<file path="src/rtl/tcg_pkg.sv">
package tcg_pkg;
  // Selector codes at or above this value route the external clock.
  localparam int unsigned SEL_EXT = 4;
endpackage

</file>
<file path="src/rtl/tcg_prescaler.sv">
module tcg_prescaler #(
  parameter int unsigned PSC_W = 8
) (
  input  logic             clk_i,
  input  logic             rst_ni,
  input  logic [PSC_W-1:0] val_i,
  output logic             tick_o
);
  logic [PSC_W-1:0] val_q;
  logic [PSC_W-1:0] cnt_q;
  logic             tick_q;

  always_ff @(posedge clk_i or negedge rst_ni) begin
    if (!rst_ni) begin
      val_q  <= '0;
      cnt_q  <= '0;
      tick_q <= 1'b0;
    end else if (val_i != val_q) begin
      // new value: restart the period
      val_q  <= val_i;
      cnt_q  <= '0;
      tick_q <= 1'b0;
    end else if (cnt_q == val_q) begin
      cnt_q  <= '0;
      tick_q <= 1'b1;
    end else begin
      cnt_q  <= cnt_q + 1'b1;
      tick_q <= 1'b0;
    end
  end

  assign tick_o = tick_q;

  p_cnt_bound_r2: assert property (@(posedge clk_i) disable iff (!rst_ni)
    cnt_q <= val_q);

  p_restart_r8: assert property (@(posedge clk_i) disable iff (!rst_ni)
    (val_i != val_q) |=> (!tick_o && cnt_q == '0));
endmodule

</file>
<file path="src/rtl/tcg_ext_sync.sv">
module tcg_ext_sync (
  input  logic clk_i,
  input  logic rst_ni,
  input  logic ext_i,
  output logic rise_o
);
  logic [2:0] sync_q;

  always_ff @(posedge clk_i or negedge rst_ni) begin
    if (!rst_ni) sync_q <= '0;
    else         sync_q <= {sync_q[1:0], ext_i};
  end

  assign rise_o = sync_q[1] & ~sync_q[2];

  p_rise_single_r5: assert property (@(posedge clk_i) disable iff (!rst_ni)
    rise_o |=> !rise_o);
endmodule

</file>
<file path="src/rtl/tcg_chan_div.sv">
module tcg_chan_div
  import tcg_pkg::*;
#(
  parameter int unsigned SEL_W = 4,
  parameter int unsigned DIV_W = 4
) (
  input  logic             clk_i,
  input  logic             rst_ni,
  input  logic             psc_tick_i,
  input  logic             ext_rise_i,
  input  logic [SEL_W-1:0] sel_i,
  output logic             tick_o
);
  localparam int unsigned KW = (DIV_W > 1) ? $clog2(DIV_W) : 1;

  logic             is_ext;
  logic [KW-1:0]    k;
  logic [DIV_W-1:0] mask;
  logic [DIV_W-1:0] div_cnt_q;
  logic             div_hit;
  logic             tick_q;

  assign is_ext = (sel_i >= SEL_W'(SEL_EXT));
  assign k      = sel_i[KW-1:0];

  // low k+1 bits of the divider take part in the terminal count
  always_comb begin
    for (int i = 0; i < DIV_W; i++) mask[i] = (i <= int'(k));
  end

  assign div_hit = psc_tick_i & (&(div_cnt_q | ~mask));

  always_ff @(posedge clk_i or negedge rst_ni) begin
    if (!rst_ni) begin
      div_cnt_q <= '0;
      tick_q    <= 1'b0;
    end else begin
      if (psc_tick_i) div_cnt_q <= div_cnt_q + 1'b1;
      tick_q <= is_ext ? ext_rise_i : div_hit;
    end
  end

  assign tick_o = tick_q;

  p_single_cycle_r9: assert property (@(posedge clk_i) disable iff (!rst_ni)
    tick_o |=> !tick_o);

  p_div_src_r3: assert property (@(posedge clk_i) disable iff (!rst_ni)
    (tick_o && !$past(is_ext)) |-> $past(psc_tick_i));

  p_ext_src_r5: assert property (@(posedge clk_i) disable iff (!rst_ni)
    (tick_o && $past(is_ext)) |-> $past(ext_rise_i));
endmodule

</file>
<file path="src/rtl/tcg_clk_tree.sv">
module tcg_clk_tree #(
  parameter int unsigned NUM_CH = 5,
  parameter int unsigned PSC_W  = 8,
  parameter int unsigned SEL_W  = 4,
  parameter int unsigned DIV_W  = 4,
  parameter int unsigned G0_CH  = 2
) (
  input  logic                     clk_i,
  input  logic                     rst_ni,
  input  logic [2*PSC_W-1:0]       psc_cfg_i,
  input  logic [NUM_CH*SEL_W-1:0]  sel_cfg_i,
  input  logic [1:0]               ext_clk_i,
  output logic [NUM_CH-1:0]        tick_o
);
  localparam int unsigned NUM_GRP = 2;

  logic [NUM_GRP-1:0] psc_tick;
  logic [NUM_GRP-1:0] ext_rise;

  for (genvar g = 0; g < NUM_GRP; g++) begin : g_grp
    tcg_prescaler #(.PSC_W(PSC_W)) u_psc (
      .clk_i  (clk_i),
      .rst_ni (rst_ni),
      .val_i  (psc_cfg_i[g*PSC_W +: PSC_W]),
      .tick_o (psc_tick[g])
    );
    tcg_ext_sync u_sync (
      .clk_i  (clk_i),
      .rst_ni (rst_ni),
      .ext_i  (ext_clk_i[g]),
      .rise_o (ext_rise[g])
    );
  end

  for (genvar c = 0; c < NUM_CH; c++) begin : g_ch
    localparam int unsigned GRP = (c < G0_CH) ? 0 : 1;
    tcg_chan_div #(.SEL_W(SEL_W), .DIV_W(DIV_W)) u_div (
      .clk_i      (clk_i),
      .rst_ni     (rst_ni),
      .psc_tick_i (psc_tick[GRP]),
      .ext_rise_i (ext_rise[GRP]),
      .sel_i      (sel_cfg_i[c*SEL_W +: SEL_W]),
      .tick_o     (tick_o[c])
    );
  end

  p_reset_quiet_r1: assert property (@(posedge clk_i)
    !rst_ni |=> (tick_o == '0 || rst_ni));
endmodule

</file>
<file path="config.mk">
export PLATFORM = sky130hd
export DESIGN_NAME = tcg_clk_tree
export DESIGN_NICKNAME = d
export VERILOG_FILES = /design/src/rtl/tcg_pkg.sv /design/src/rtl/tcg_prescaler.sv /design/src/rtl/tcg_ext_sync.sv /design/src/rtl/tcg_chan_div.sv /design/src/rtl/tcg_clk_tree.sv
export SDC_FILE = /design/constraint.sdc
export NUM_CORES = 1
export LEC_CHECK = 0
export ABC_CLOCK_PERIOD_IN_PS = 1450
export BUFFER_PORTS_ARGS = -buffer_cell sky130_fd_sc_hd__buf_2
export CORE_MARGIN = 5
export CORE_UTILIZATION = 46
export CTS_BUF_LIST = sky130_fd_sc_hd__clkbuf_8
export DETAILED_ROUTE_END_ITERATION = 6
export PLACE_DENSITY = 0.78
export SYNTH_ARGS = -nofsm -noshare
export SYNTH_HDL_FRONTEND = slang
export SYNTH_HIERARCHICAL = 1
export SYNTH_SLANG_ARGS = --single-unit
</file>
<file path="constraint.sdc">
create_clock -name clk_i -period 1.45 [get_ports clk_i]
set_input_delay 0.145 -clock clk_i [delete_from_list [all_inputs] [get_ports clk_i]]
set_output_delay 0.145 -clock clk_i [all_outputs]
set_load 0.02 [all_outputs]
</file>
# Word level (Yosys, flattened, before mapping)
# Index checks and enable logic that the tools add are counted.
# totals
regBits,65
elab_cells,86
# op_classes
add_sub_neg,7
n_lt_le_gt_ge,20
eq_ne,4
mux,13
bitwise_logic,19
n_reduce_logical,5
# op_table
cell,count
$mux W8,4
$add A4 B1 Y4 const B,5
$ge A4 B3 Y1 const B,5
$le A2 B2 Y1 const A,10
$not A4 Y4,5
$or A4 B4 Y4,5
$reduce_and A4 Y1,5
$add A8 B1 Y8 const B,2
$eq A8 B8 Y1,2
$ne A8 B8 Y1,2
$le A1 B2 Y1 const A,5
$mux W1,9
$and A1 B1 Y1,7
$not A1 Y1,2

# Longest topological paths before layout
# Gate-level depths: netlist of the first run.
# depth
ltp_word,6
mapped_depth,4

# Modules after synthesis
# Netlist of the first run, hierarchy kept.
# by_module_without_submodules
mod,instances,cells_each,area_per_inst_um2,seq_area_each_um2
tcg_prescaler,2,70,817.0,425.4
tcg_chan_div,5,19,227.7,125.1
tcg_ext_sync,2,4,88.8,75.1

# Worst setup path after synthesis of the first run
# OpenSTA, ideal clock, no wires.
# synth_path
path_kind,flip-flop to flip-flop
start,reg g_grp[0].u_psc.val_q[0]
end,reg g_grp[0].u_psc.tick_q
setup_ns,0.082
arrival_ns,1.141
required_time_ns,1.368
slack_ns,0.227
stages_incl_launch_ff,5
synth_period_minus_slack_ns,1.223
path_cell_list,dfrtp_1 xor2_1 nor4_4 nand2_1 nor3_2
# synth_between
elab_chain_cells,3
elab_cells_between_ends,4
cone_classes,eq/ne: 2; mux: 2
# synth_lines
element,line,source
start: declaration,tcg_prescaler.sv:9,logic [PSC_W-1:0] val_q;
start signal: assignment,tcg_prescaler.sv:20,val_q <= val_i;
$eq A8 B8 Y1,tcg_prescaler.sv:23,end else if (cnt_q == val_q) begin
$mux W1,tcg_prescaler.sv:23,
$mux W1 *,tcg_prescaler.sv:18,end else if (val_i != val_q) begin
end signal: assignment,tcg_prescaler.sv:17,tick_q <= 1'b0;
end signal: assignment,tcg_prescaler.sv:22,tick_q <= 1'b0;
end signal: assignment,tcg_prescaler.sv:25,tick_q <= 1'b1;
end: declaration,tcg_prescaler.sv:11,logic tick_q;
# Every way passes the cells marked *; elsewhere a longest branch is shown, timed or not.
# A chain may end at the register's enable or synchronous reset.

# Final worst setup path of the first run
# layout_path
start,reg g_grp[1].u_psc.val_q[4]
end,reg g_grp[1].u_psc.cnt_q[1]
# layout_between
elab_chain_cells,3
elab_cells_between_ends,4
cone_classes,eq/ne: 2; mux: 2
# layout_lines
element,line,source
start: declaration,tcg_prescaler.sv:9,
start signal: assignment,tcg_prescaler.sv:20,
$eq A8 B8 Y1,tcg_prescaler.sv:23,
$mux W8,tcg_prescaler.sv:23,
$mux W8 *,tcg_prescaler.sv:18,
end signal: assignment,tcg_prescaler.sv:27,cnt_q <= cnt_q + 1'b1;
end: declaration,tcg_prescaler.sv:10,logic [PSC_W-1:0] cnt_q;
# Marked as above.

==> results.py, run 1 <==
metrics = {
    "detailed_routing": {
        "vias": 1846,
        "drcViolationCount": 0,
        "avgRoutedWirePerCell_microns": 12.5,
        "dr.pass1.iters": 4,
        "vias_per_cell": 4.82,
        "ant_nets": 0,
        "drtIter0Drc": 42,
        "wl_mm": 4.79,
    },
    "sta": {
        "period_share": 0.975,
        "setup_viol": 0,
        "fmax_mhz": 707,
        "max_slew_margin": 0.757,
        "fin_worst_skew_ps": 9.75,
        "holdWs_ps": 47.8,
        "final.setup.tns_ps": 0,
        "drv_slew": 0,
        "fin_crit_ps": 1410,
        "max_slew.worst_pin.slew_ps": 364,
        "hold_violations": 0,
        "grt_setup_unrepaired": "yes",
    },
    "cells_and_area": {
        "diodes": 0,
        "final_cell_mix": "dfrtp_1 (65), buf_2 (38), xnor2_1 (30)",
        "layout.nets": 348,
        "layout_commonest_cell": "dfrtp_1",
        "area_growth_syn_to_layout_pct": 24.9,
        "fin_util": 0.587,
        "drive_gt1_frac": 0.245,
    },
    "die": {
        "die-area_sq_um": 8120,
        "std_cell_rows": 29,
        "die_y_microns": 90.1,
        "die_w_microns": 90.1,
        "core-area_sq_um": 6280,
        "start_util": 0.470,
        "io_pins": 45,
    },
    "yosys": {
        "synth_top_family_by_area": "XOR/XNOR gates",
        "netlist_area_sq_um": 2950,
        "synthMuxAreaShare": 0.0191,
        "synth_area_leaders": "dfrtp_1 (55%), xnor2_1 (8.9%), xor2_1 (8.6%)",
        "yosysSeqAreaShare": 0.551,
        "postSynthAreaPerCell_sq_um": 12.1,
        "postSynthNetCount": 290,
        "synthSimpleGateAreaFrac": 0.141,
        "syn_inst": 243,
        "yosys.area_share.adder": 0.0297,
        "synth_top_area_frac": 0.551,
        "yosysTopAreaCell": "dfrtp_1",
        "synth-xor-area-share": 0.175,
        "synth_cell_type_count": 21,
        "synth_compound_area_frac": 0.0611,
        "yosys_register_bits": 65,
        "ys.warnings.count": 6,
    },
    "global_routing": {
        "grt_max_degree": 66,
        "grt_pass1_wl_mm": 8.45,
        "grt_use_total": 0.128,
        "grt_pass1_vias": 1900,
        "grt_overflow": 0,
        "antenna_found_initial": 0,
    },
    "worst_setup_path": {
        "cp_data_arrival_time_ps": 1680,
        "cpLargestDelayFamily": "simple AND/OR/NAND/NOR gates",
        "path_cells": "xor2_2 -> nor4_4 -> o211ai_4 -> nor2_2",
        "critPathKind": "register to register",
        "slowest_stage": "dfrtp_1",
        "crit_path_max_incr_delay_ps": 430,
        "required_ps": 1720,
        "crit_path_end_kind": "register",
        "path_depth": 4,
        "timing.rr.start": "g_grp[1].u_psc/val_q[4]$_DFFE_PN0N_",
        "critPathBufInv": 0,
        "path_max_fanout": 8,
        "crit_start": "g_grp[1].u_psc/val_q[4]$_DFFE_PN0N_",
        "ff2ff_path_depth": 4,
        "startpoint_type": "register",
    },
    "power_and_ir_drop": {
        "cellLeakagePower_nw": 1.69,
        "ir_worst_vdd_v": 0.00103,
        "powerDensity_nw_per_um2": 1040,
        "p_total_w": 0.00384,
    },
    "clock_network": {
        "ctsLongestPathBuffers": 2,
        "h-tree-depth": 3,
        "cts_tree": "done",
        "clock_latency_ps": 340,
        "cts_sinks": 65,
        "cts.root.buffer_cell": "clkbuf_8",
        "numCtsBuffers": 9,
        "cts.clk_slew.worst_paths_ps": 70,
    },
    "min_path": {
        "min_path_cells": 3,
        "hold_start": "sel_cfg_i[15]",
        "hp-class": "primary input to register",
    },
    "placement": {
        "gp_congestion": 0.781,
        "hpwlAfterDp_mm": 3.24,
        "port_buffers": 44,
    },
    "run": {
        "drv_cap": 0,
    },
    "outcome": {
        "outcome": "finished clean",
    },
}
final cells by class:
| class | instances | area (sq um) |
|---|---|---|
| clock buffers | 10 | 138 |
| clock inverters | 6 | 82.6 |
| fillers | 510 | 2590 |
| inverters | 2 | 7.51 |
| multi-input cells | 160 | 1300 |
| flip-flops and latches | 65 | 1630 |
| well taps | 77 | 96.3 |
| repair buffers | 63 | 438 |
worst reg2reg max path, stage by stage, from the launching register on:
cell and delay [ps]:
dfrtp_1 430, xor2_2 180, nor4_4 400, o211ai_4 190, nor2_2 140
report_power, final:
group	total, W	leakage [nW]	switching, W	internal [W]
Combinational	0.000291	0.720	0.000148	0.000143
Sequential	0.00188	0.853	0.0000298	0.00185
Clock	0.00166	0.117	0.000660	0.00101
Total	0.00384	1.69	0.000837	0.00300
flip-flops by register name, indices dropped and copies added (netlist names):
register,cells
g_grp.u_sync/sync_q,6
g_grp.u_psc/cnt_q,16
g_grp.u_psc/val_q,16
g_grp.u_psc/tick_o,2
g_ch.u_div/tick_o,5
g_ch.u_div/div_cnt_q,20
final timing paths:
check | endpoint | slack (ps)
max in group asynchronous | g_grp[1].u_psc/val_q[6]$_DFFE_PN0N_ | 830
min in group asynchronous | g_ch[4].u_div/div_cnt_q[3]$_DFFE_PN0P_ | 340
max | g_grp[1].u_psc/cnt_q[1]$_DFF_PN0_ | 40
min | g_ch[3].u_div/tick_o$_DFF_PN0_ | 50
max reg2reg | g_grp[1].u_psc/cnt_q[1]$_DFF_PN0_ | 40
min reg2reg | g_grp[0].u_sync/sync_q[1]$_DFF_PN0_ | 360
synthesized netlist by cell type:
| library cell | count |
|---|---|
| a21boi_1 | 5 |
| nand3_1 | 13 |
| inv_1 | 2 |
| nor4_4 | 4 |
| nand2_1 | 7 |
| dfrtp_1 | 65 |
| o21ai_0 | 5 |
| xor2_1 | 29 |
| nor3_2 | 2 |
| ha_1 | 7 |
| o31ai_1 | 5 |
| xnor2_1 | 30 |
| nor2_1 | 21 |
| nand2b_1 | 5 |
| clkbuf_1 | 16 |
| a21boi_0 | 5 |
| and3_1 | 4 |
| mux2_1 | 5 |
| nor2b_4 | 2 |
| nand4_1 | 9 |
| o211ai_4 | 2 |
through the flow:
stage	cells	setup slack [ps]	instance area (sq um)
floorplan	243	227	2950
global route	383	-34.7	3680
detailed placement	354	93.3	3260
finish	383	35.7	3680
global placement	354	97.4	3260
CTS	389	2.90	3670
what timing repair did:
action / CTS / global route
setup buffers: 0 / 0
hold buffers: 19 / 0
resized for setup: 0 / 6
endpoints found under the setup margin: 0 / 16
hold endpoints to repair: 83 / 0
cell families (layout without fill, tap and decap cells):
kind of cell               after synthesis  after routing
and+or+nand+nor                         67             67
DFF                                     65             65
xor gates and xnor gates                59             59
AOI/OAI and AO/OA                       22             22
buffers and inverters                   18             81
adders and majority gates                7              7
muxes                                    5              5
metal layers:
| layer | vias up | routed length [microns] | global-route usage |
|---|---|---|---|
| met3 | 7 | 287 | 0.0484 |
| met2 | 44 | 2270 | 0.201 |
| met1 | 870 | 2150 | 0.157 |
| met4 | 0 | 74 | 0.0558 |
| met5 | - | 0 | 0 |
| li1 | 925 | - | - |
(Power assumes the default switching activity.)
==> inputs of run 2 (changes only) <==
--- a/config.mk
+++ b/config.mk
@@ -7,9 +7,8 @@
 export LEC_CHECK = 0
 export ABC_CLOCK_PERIOD_IN_PS = 1450
 export BUFFER_PORTS_ARGS = -buffer_cell sky130_fd_sc_hd__buf_2
-export CORE_MARGIN = 5
 export CORE_UTILIZATION = 46
-export CTS_BUF_LIST = sky130_fd_sc_hd__clkbuf_8
+export CTS_BUF_LIST = sky130_fd_sc_hd__clkbuf_4
 export DETAILED_ROUTE_END_ITERATION = 6
 export PLACE_DENSITY = 0.78
 export SYNTH_ARGS = -nofsm -noshare
==> results.py, run 2 (same netlist as run 1, synthesis figures left out) <==
metrics = {
    "outcome": {
        "outcome": "finished clean",
    },
    "placement": {
        "hpwlAfterDp_mm": 3.18,
        "port_buffers": 44,
        "gp_congestion": 0.843,
        "dpl_worst_slack_ps": 68.0,
    },
    "clock_network": {
        "cts.root.buffer_cell": "clkbuf_4",
        "numCtsBuffers": 9,
        "ctsLongestPathBuffers": 2,
        "clock_latency_ps": 380,
        "h-tree-depth": 3,
        "cts_tree": "done",
        "cts_sinks": 65,
        "cts.clk_slew.worst_paths_ps": 100,
    },
    "die": {
        "io_pins": 45,
        "start_util": 0.487,
        "core-area_sq_um": 6060,
        "die-area_sq_um": 6740,
        "die_w_microns": 82.1,
        "std_cell_rows": 28,
        "die_y_microns": 82.1,
    },
    "global_routing": {
        "grt_overflow": 0,
        "grt_pass1_wl_mm": 8.37,
        "grt_max_degree": 66,
        "grt_use_total": 0.170,
        "antenna_found_initial": 0,
        "grt_pass1_vias": 1966,
    },
    "power_and_ir_drop": {
        "ir_worst_vdd_v": 0.000565,
        "cellLeakagePower_nw": 1.69,
        "powerDensity_nw_per_um2": 937,
    },
    "sta": {
        "max_slew.worst_pin.slew_ps": 370,
        "hold_violations": 0,
        "period_share": 0.977,
        "drv_slew": 0,
        "fin_ws_ps": 33.9,
        "fin_worst_skew_ps": 12.1,
        "max_slew_margin": 0.753,
        "fin_crit_ps": 1420,
        "setup_viol": 0,
        "grt_setup_unrepaired": "yes",
        "fmax_mhz": 706,
        "final.setup.tns_ps": 0,
    },
    "worst_setup_path": {
        "cp_data_arrival_time_ps": 1730,
        "crit_path_end_kind": "register",
        "required_ps": 1760,
        "path_max_fanout": 8,
        "critPathKind": "primary input to register",
        "startpoint_type": "primary input",
    },
    "detailed_routing": {
        "dr.pass1.iters": 4,
        "vias_per_cell": 4.89,
        "avgRoutedWirePerCell_microns": 12.4,
        "wl_mm": 4.88,
        "vias": 1920,
        "drcViolationCount": 0,
        "ant_nets": 0,
        "drtIter0Drc": 68,
    },
    "cells_and_area": {
        "layout_commonest_cell": "dfrtp_1",
        "area_growth_syn_to_layout_pct": 24.6,
        "largest_reg_flops": 20,
        "n_fill_cell": 475,
        "reg_top3": "g_ch.u_div/div_cnt_q x20, g_grp.u_psc/cnt_q x16, g_grp.u_psc/val_q x16",
        "drive_gt1_frac": 0.226,
        "layout.nets": 362,
        "final_cell_mix": "dfrtp_1 (65), buf_2 (44), xnor2_1 (30)",
        "diodes": 0,
        "largest_register": "g_ch.u_div/div_cnt_q",
    },
    "run": {
        "drv_cap": 0,
    },
    "min_path": {
        "hp-class": "primary input to register",
    },
}
==> run 2: changes by cell type in the layout (fill, tap and decap cells not counted), sizes merged <==
| cell | before | now |
|---|---|---|
| dlygate4sd3 | 19 | 28 |
| buf | 44 | 49 |
| clkbuf | 10 | 9 |
| inv | 3 | 2 |
==> run 2: what timing repair did <==
item,4_1_cts,5_1_grt
hold buffers,28,0
resized for setup,0,1
setup endpoints to repair,0,16
setup buffers,0,1
hold endpoints to repair,88,0
==> run 2: layer usage <==
layer  vias to the layer above  share of wire  track usage
met5                         -              0            0
met4                         0          0.014       0.0965
met3                         6          0.031       0.0378
met2                        39           0.48        0.276
met1                       917           0.48        0.209
li1                        958              -            -
==> run 2: critical path, stage by stage <==
cell and delay [ps]:
dlygate4sd3_1 530, buf_2 130, xor2_1 190, nor4_4 400, o211ai_4 180, nor2_1 140
==> run 2: layout make-up <==
class | count | area (sq um) | share of cell area
sequential | 65 | 1630 | 0.442
multi-input combinational | 160 | 1260 | 0.342
timing repair buffer | 77 | 551 | 0.150
tap | 75 | 93.8 | 0.0255
clock inverter | 5 | 72.6 | 0.0197
clock buffer | 9 | 67.6 | 0.0184
inverter | 2 | 7.51 | 0.00204
==> run 2: power breakdown <==
group / total (W) / switching, W / internal (W) / leakage (nW)
clock: 0.00126 / 0.000589 / 0.000668 / 0.0767
sequential: 0.00188 / 0.0000270 / 0.00185 / 0.853
combinational: 0.000313 / 0.000152 / 0.000161 / 0.760
total: 0.00345 / 0.000768 / 0.00268 / 1.69
==> run 2: path summary, 6_finish.rpt <==
path,start,end,slack (ps),depth (start not counted)
setup / recovery,psc_cfg_i[4],g_grp[0].u_psc/cnt_q[3]$_DFF_PN0_,30,6
hold / removal,sel_cfg_i[11],g_ch[2].u_div/tick_o$_DFF_PN0_,30,3
setup reg to reg,g_grp[0].u_psc/val_q[4]$_DFFE_PN0N_,g_grp[0].u_psc/cnt_q[3]$_DFF_PN0_,50,4
hold reg to reg,g_grp[1].u_sync/sync_q[0]$_DFF_PN0_,g_grp[1].u_sync/sync_q[1]$_DFF_PN0_,360,0
max in group asynchronous,rst_ni,g_grp[1].u_psc/val_q[6]$_DFFE_PN0N_,850,3
min in group asynchronous,rst_ni,g_ch[3].u_div/tick_o$_DFF_PN0_,290,3
==> run 2: per-stage QoR <==
| stage | instances | util | instance area [sq um] | power, W | hold WS [ps] |
|---|---|---|---|---|---|
| final | 393 | 0.607 | 3680 | 0.00345 | 32.9 |
| after global routing | 393 | 0.607 | 3680 | 0.00362 | 23.0 |
| after CTS | 392 | 0.605 | 3670 | 0.00351 | 5.00 |
| after detailed placement | 350 | 0.536 | 3250 | 0.00217 | 189 |
| after global placement | 350 | 0.536 | 3250 | 0.00217 | 187 |
| after floorplan | 243 | - | 2950 | 0.00205 | -151 |
==> inputs of run 3 (changes only) <==
--- a/config.mk
+++ b/config.mk
@@ -11,6 +11,8 @@
 export CTS_BUF_LIST = sky130_fd_sc_hd__clkbuf_4
 export DETAILED_ROUTE_END_ITERATION = 6
 export PLACE_DENSITY = 0.78
+export SETUP_SLACK_MARGIN = 0.5
+export SLEW_MARGIN = 25
 export SYNTH_ARGS = -nofsm -noshare
 export SYNTH_HDL_FRONTEND = slang
 export SYNTH_HIERARCHICAL = 1
==> results.py, run 3 (same netlist as run 1, synthesis figures left out) <==
metrics = {
    "worst_setup_path": {
        "crit_path_end_kind": "register",
        "path_max_fanout": 8,
        "ff2ff_path_depth": 4,
        "critPathKind": "register to register",
        "timing.rr.start": "g_grp[0].u_psc/val_q[0]$_DFFE_PN0N_",
        "rr_endpoint": "g_grp[0].u_psc/cnt_q[0]$_DFF_PN0_",
        "r2r_slack_ps": 90,
        "startpoint_type": "register",
        "required_ps": 1790,
        "cp_data_arrival_time_ps": 1700,
    },
    "die": {
        "core-area_sq_um": 6060,
        "std_cell_rows": 28,
        "die_y_microns": 82.1,
        "io_pins": 45,
        "die_w_microns": 82.1,
        "start_util": 0.487,
        "die-area_sq_um": 6740,
    },
    "clock_network": {
        "clock_latency_ps": 410,
        "cts_sinks": 65,
        "cts.clk_slew.worst_paths_ps": 120,
        "h-tree-depth": 3,
        "cts.root.buffer_cell": "clkbuf_4",
        "ctsLongestPathBuffers": 2,
        "numCtsBuffers": 9,
        "cts_tree": "done",
    },
    "detailed_routing": {
        "vias_per_cell": 4.85,
        "vias": 2033,
        "wl_mm": 5.38,
        "dr.pass1.iters": 4,
        "drcViolationCount": 0,
        "ant_nets": 0,
        "drtIter0Drc": 73,
        "avgRoutedWirePerCell_microns": 12.8,
    },
    "min_path": {
        "min_path_cells": 3,
        "hold_start": "sel_cfg_i[5]",
        "min_to": "g_ch[1].u_div/tick_o$_DFF_PN0_",
        "hp-class": "primary input to register",
    },
    "power_and_ir_drop": {
        "cellLeakagePower_nw": 1.87,
        "powerDensity_nw_per_um2": 975,
        "ir_worst_vdd_v": 0.000533,
        "p_total_w": 0.00393,
    },
    "placement": {
        "hpwlAfterDp_mm": 3.20,
        "port_buffers": 44,
        "gp_congestion": 0.792,
        "postPlaceCellArea_sq_um": 3270,
        "placedCellCount": 350,
    },
    "cells_and_area": {
        "drive_gt1_frac": 0.326,
        "layout_commonest_cell": "dfrtp_1",
        "regArea_sq_um": 1630,
        "multi_input_area_sq_um": 1310,
        "final_cell_mix": "dfrtp_1 (63), buf_2 (39), xor2_1 (29), dlygate4sd3_1 (29), xnor2_1 (28)",
        "stdcell_area_sq_um": 4040,
        "n_fill_cell": 450,
        "final_cells": 419,
        "diodes": 0,
        "reg_top3": "g_ch.u_div/div_cnt_q x20, g_grp.u_psc/cnt_q x16, g_grp.u_psc/val_q x16",
        "area_growth_syn_to_layout_pct": 36.8,
        "layout.nets": 386,
        "largest_reg_flops": 20,
        "largest_register": "g_ch.u_div/div_cnt_q",
    },
    "sta": {
        "max_slew_margin": 0.765,
        "fmax_mhz": 737,
        "final.setup.tns_ps": 0,
        "fin_worst_skew_ps": 14.5,
        "grt_setup_unrepaired": "yes",
        "setup_viol": 0,
        "period_share": 0.936,
        "drv_slew": 0,
        "hold_violations": 0,
        "max_slew.worst_pin.slew_ps": 352,
        "fin_crit_ps": 1360,
    },
    "global_routing": {
        "antenna_found_initial": 0,
        "grt_overflow": 0,
        "grt_pass1_vias": 2031,
        "grt_pass1_wl_mm": 9.03,
        "grt_max_degree": 66,
        "grt_use_total": 0.183,
    },
    "outcome": {
        "outcome": "finished clean",
    },
    "run": {
        "drv_cap": 0,
    },
}
## run 3: changes by cell type in the layout (fill, tap and decap cells not counted), sizes merged
cell,before,now
dlygate4sd3,28,29
bufinv,2,4
buf,49,72
## run 3: final cells by class
type / instances / share of cell area
clock buffers: 9 / 0.0167
clock inverters: 7 / 0.0353
inverters: 2 / 0.00186
multi-input cells: 160 / 0.325
flip-flops and latches: 65 / 0.404
well taps: 75 / 0.0233
repair buffers: 101 / 0.194
## run 3: per-layer routing
layer  wire length, microns  vias to the layer above  GRT usage
li1                       -                     1006          -
met1                   2530                      967      0.229
met2                   2540                       47      0.293
met3                    177                       13     0.0533
met4                    124                        0     0.0842
met5                      0                        -          0
## run 3: through the flow
step                setup WS (ps)  utilization  hold slack (ps)
floorplan                     227            -             -151
global placement              108        0.539              190
finish                       92.7        0.666             63.6
CTS                          82.9        0.645             27.3
detailed placement           81.7        0.539              189
global route                 9.97        0.666             42.4
## run 3: worst max-delay path by stage
stage	depth (start not counted)	start	slack, ps	end
after floorplan	4	g_grp[0].u_psc/val_q[0]$_DFFE_PN0N_	230	g_grp[0].u_psc/tick_o$_DFF_PN0_
after global placement	4	g_grp[0].u_psc/cnt_q[2]$_DFF_PN0_	110	g_grp[0].u_psc/cnt_q[6]$_DFF_PN0_
after detailed placement	4	g_grp[1].u_psc/val_q[5]$_DFFE_PN0N_	80	g_grp[1].u_psc/cnt_q[2]$_DFF_PN0_
after CTS	4	g_grp[1].u_psc/val_q[5]$_DFFE_PN0N_	80	g_grp[1].u_psc/cnt_q[2]$_DFF_PN0_
after global routing	4	g_grp[0].u_psc/val_q[0]$_DFFE_PN0N_	10	g_grp[0].u_psc/cnt_q[4]$_DFF_PN0_
final	4	g_grp[0].u_psc/val_q[0]$_DFFE_PN0N_	90	g_grp[0].u_psc/cnt_q[0]$_DFF_PN0_
## run 3: worst max-delay path: stages, from the launching register on
cell,delay (ps)
dfrtp_1,430
xor2_1,180
nor4_4,380
o211ai_4,180
nor2_1,130
## run 3: timing repair
action                                 4_1_cts  5_1_grt
pin swaps                                   23       18
setup endpoints to repair                   33       37
endpoints found under the hold margin       88        0
resized for setup                           11       16
hold buffers                                29        0
setup buffers                               15        9
## run 3: power breakdown
group | leakage, nW | internal [W] | switching (W)
logic | 0.915 | 0.000180 | 0.000157
registers | 0.850 | 0.00185 | 0.0000306
clock network | 0.110 | 0.00105 | 0.000664
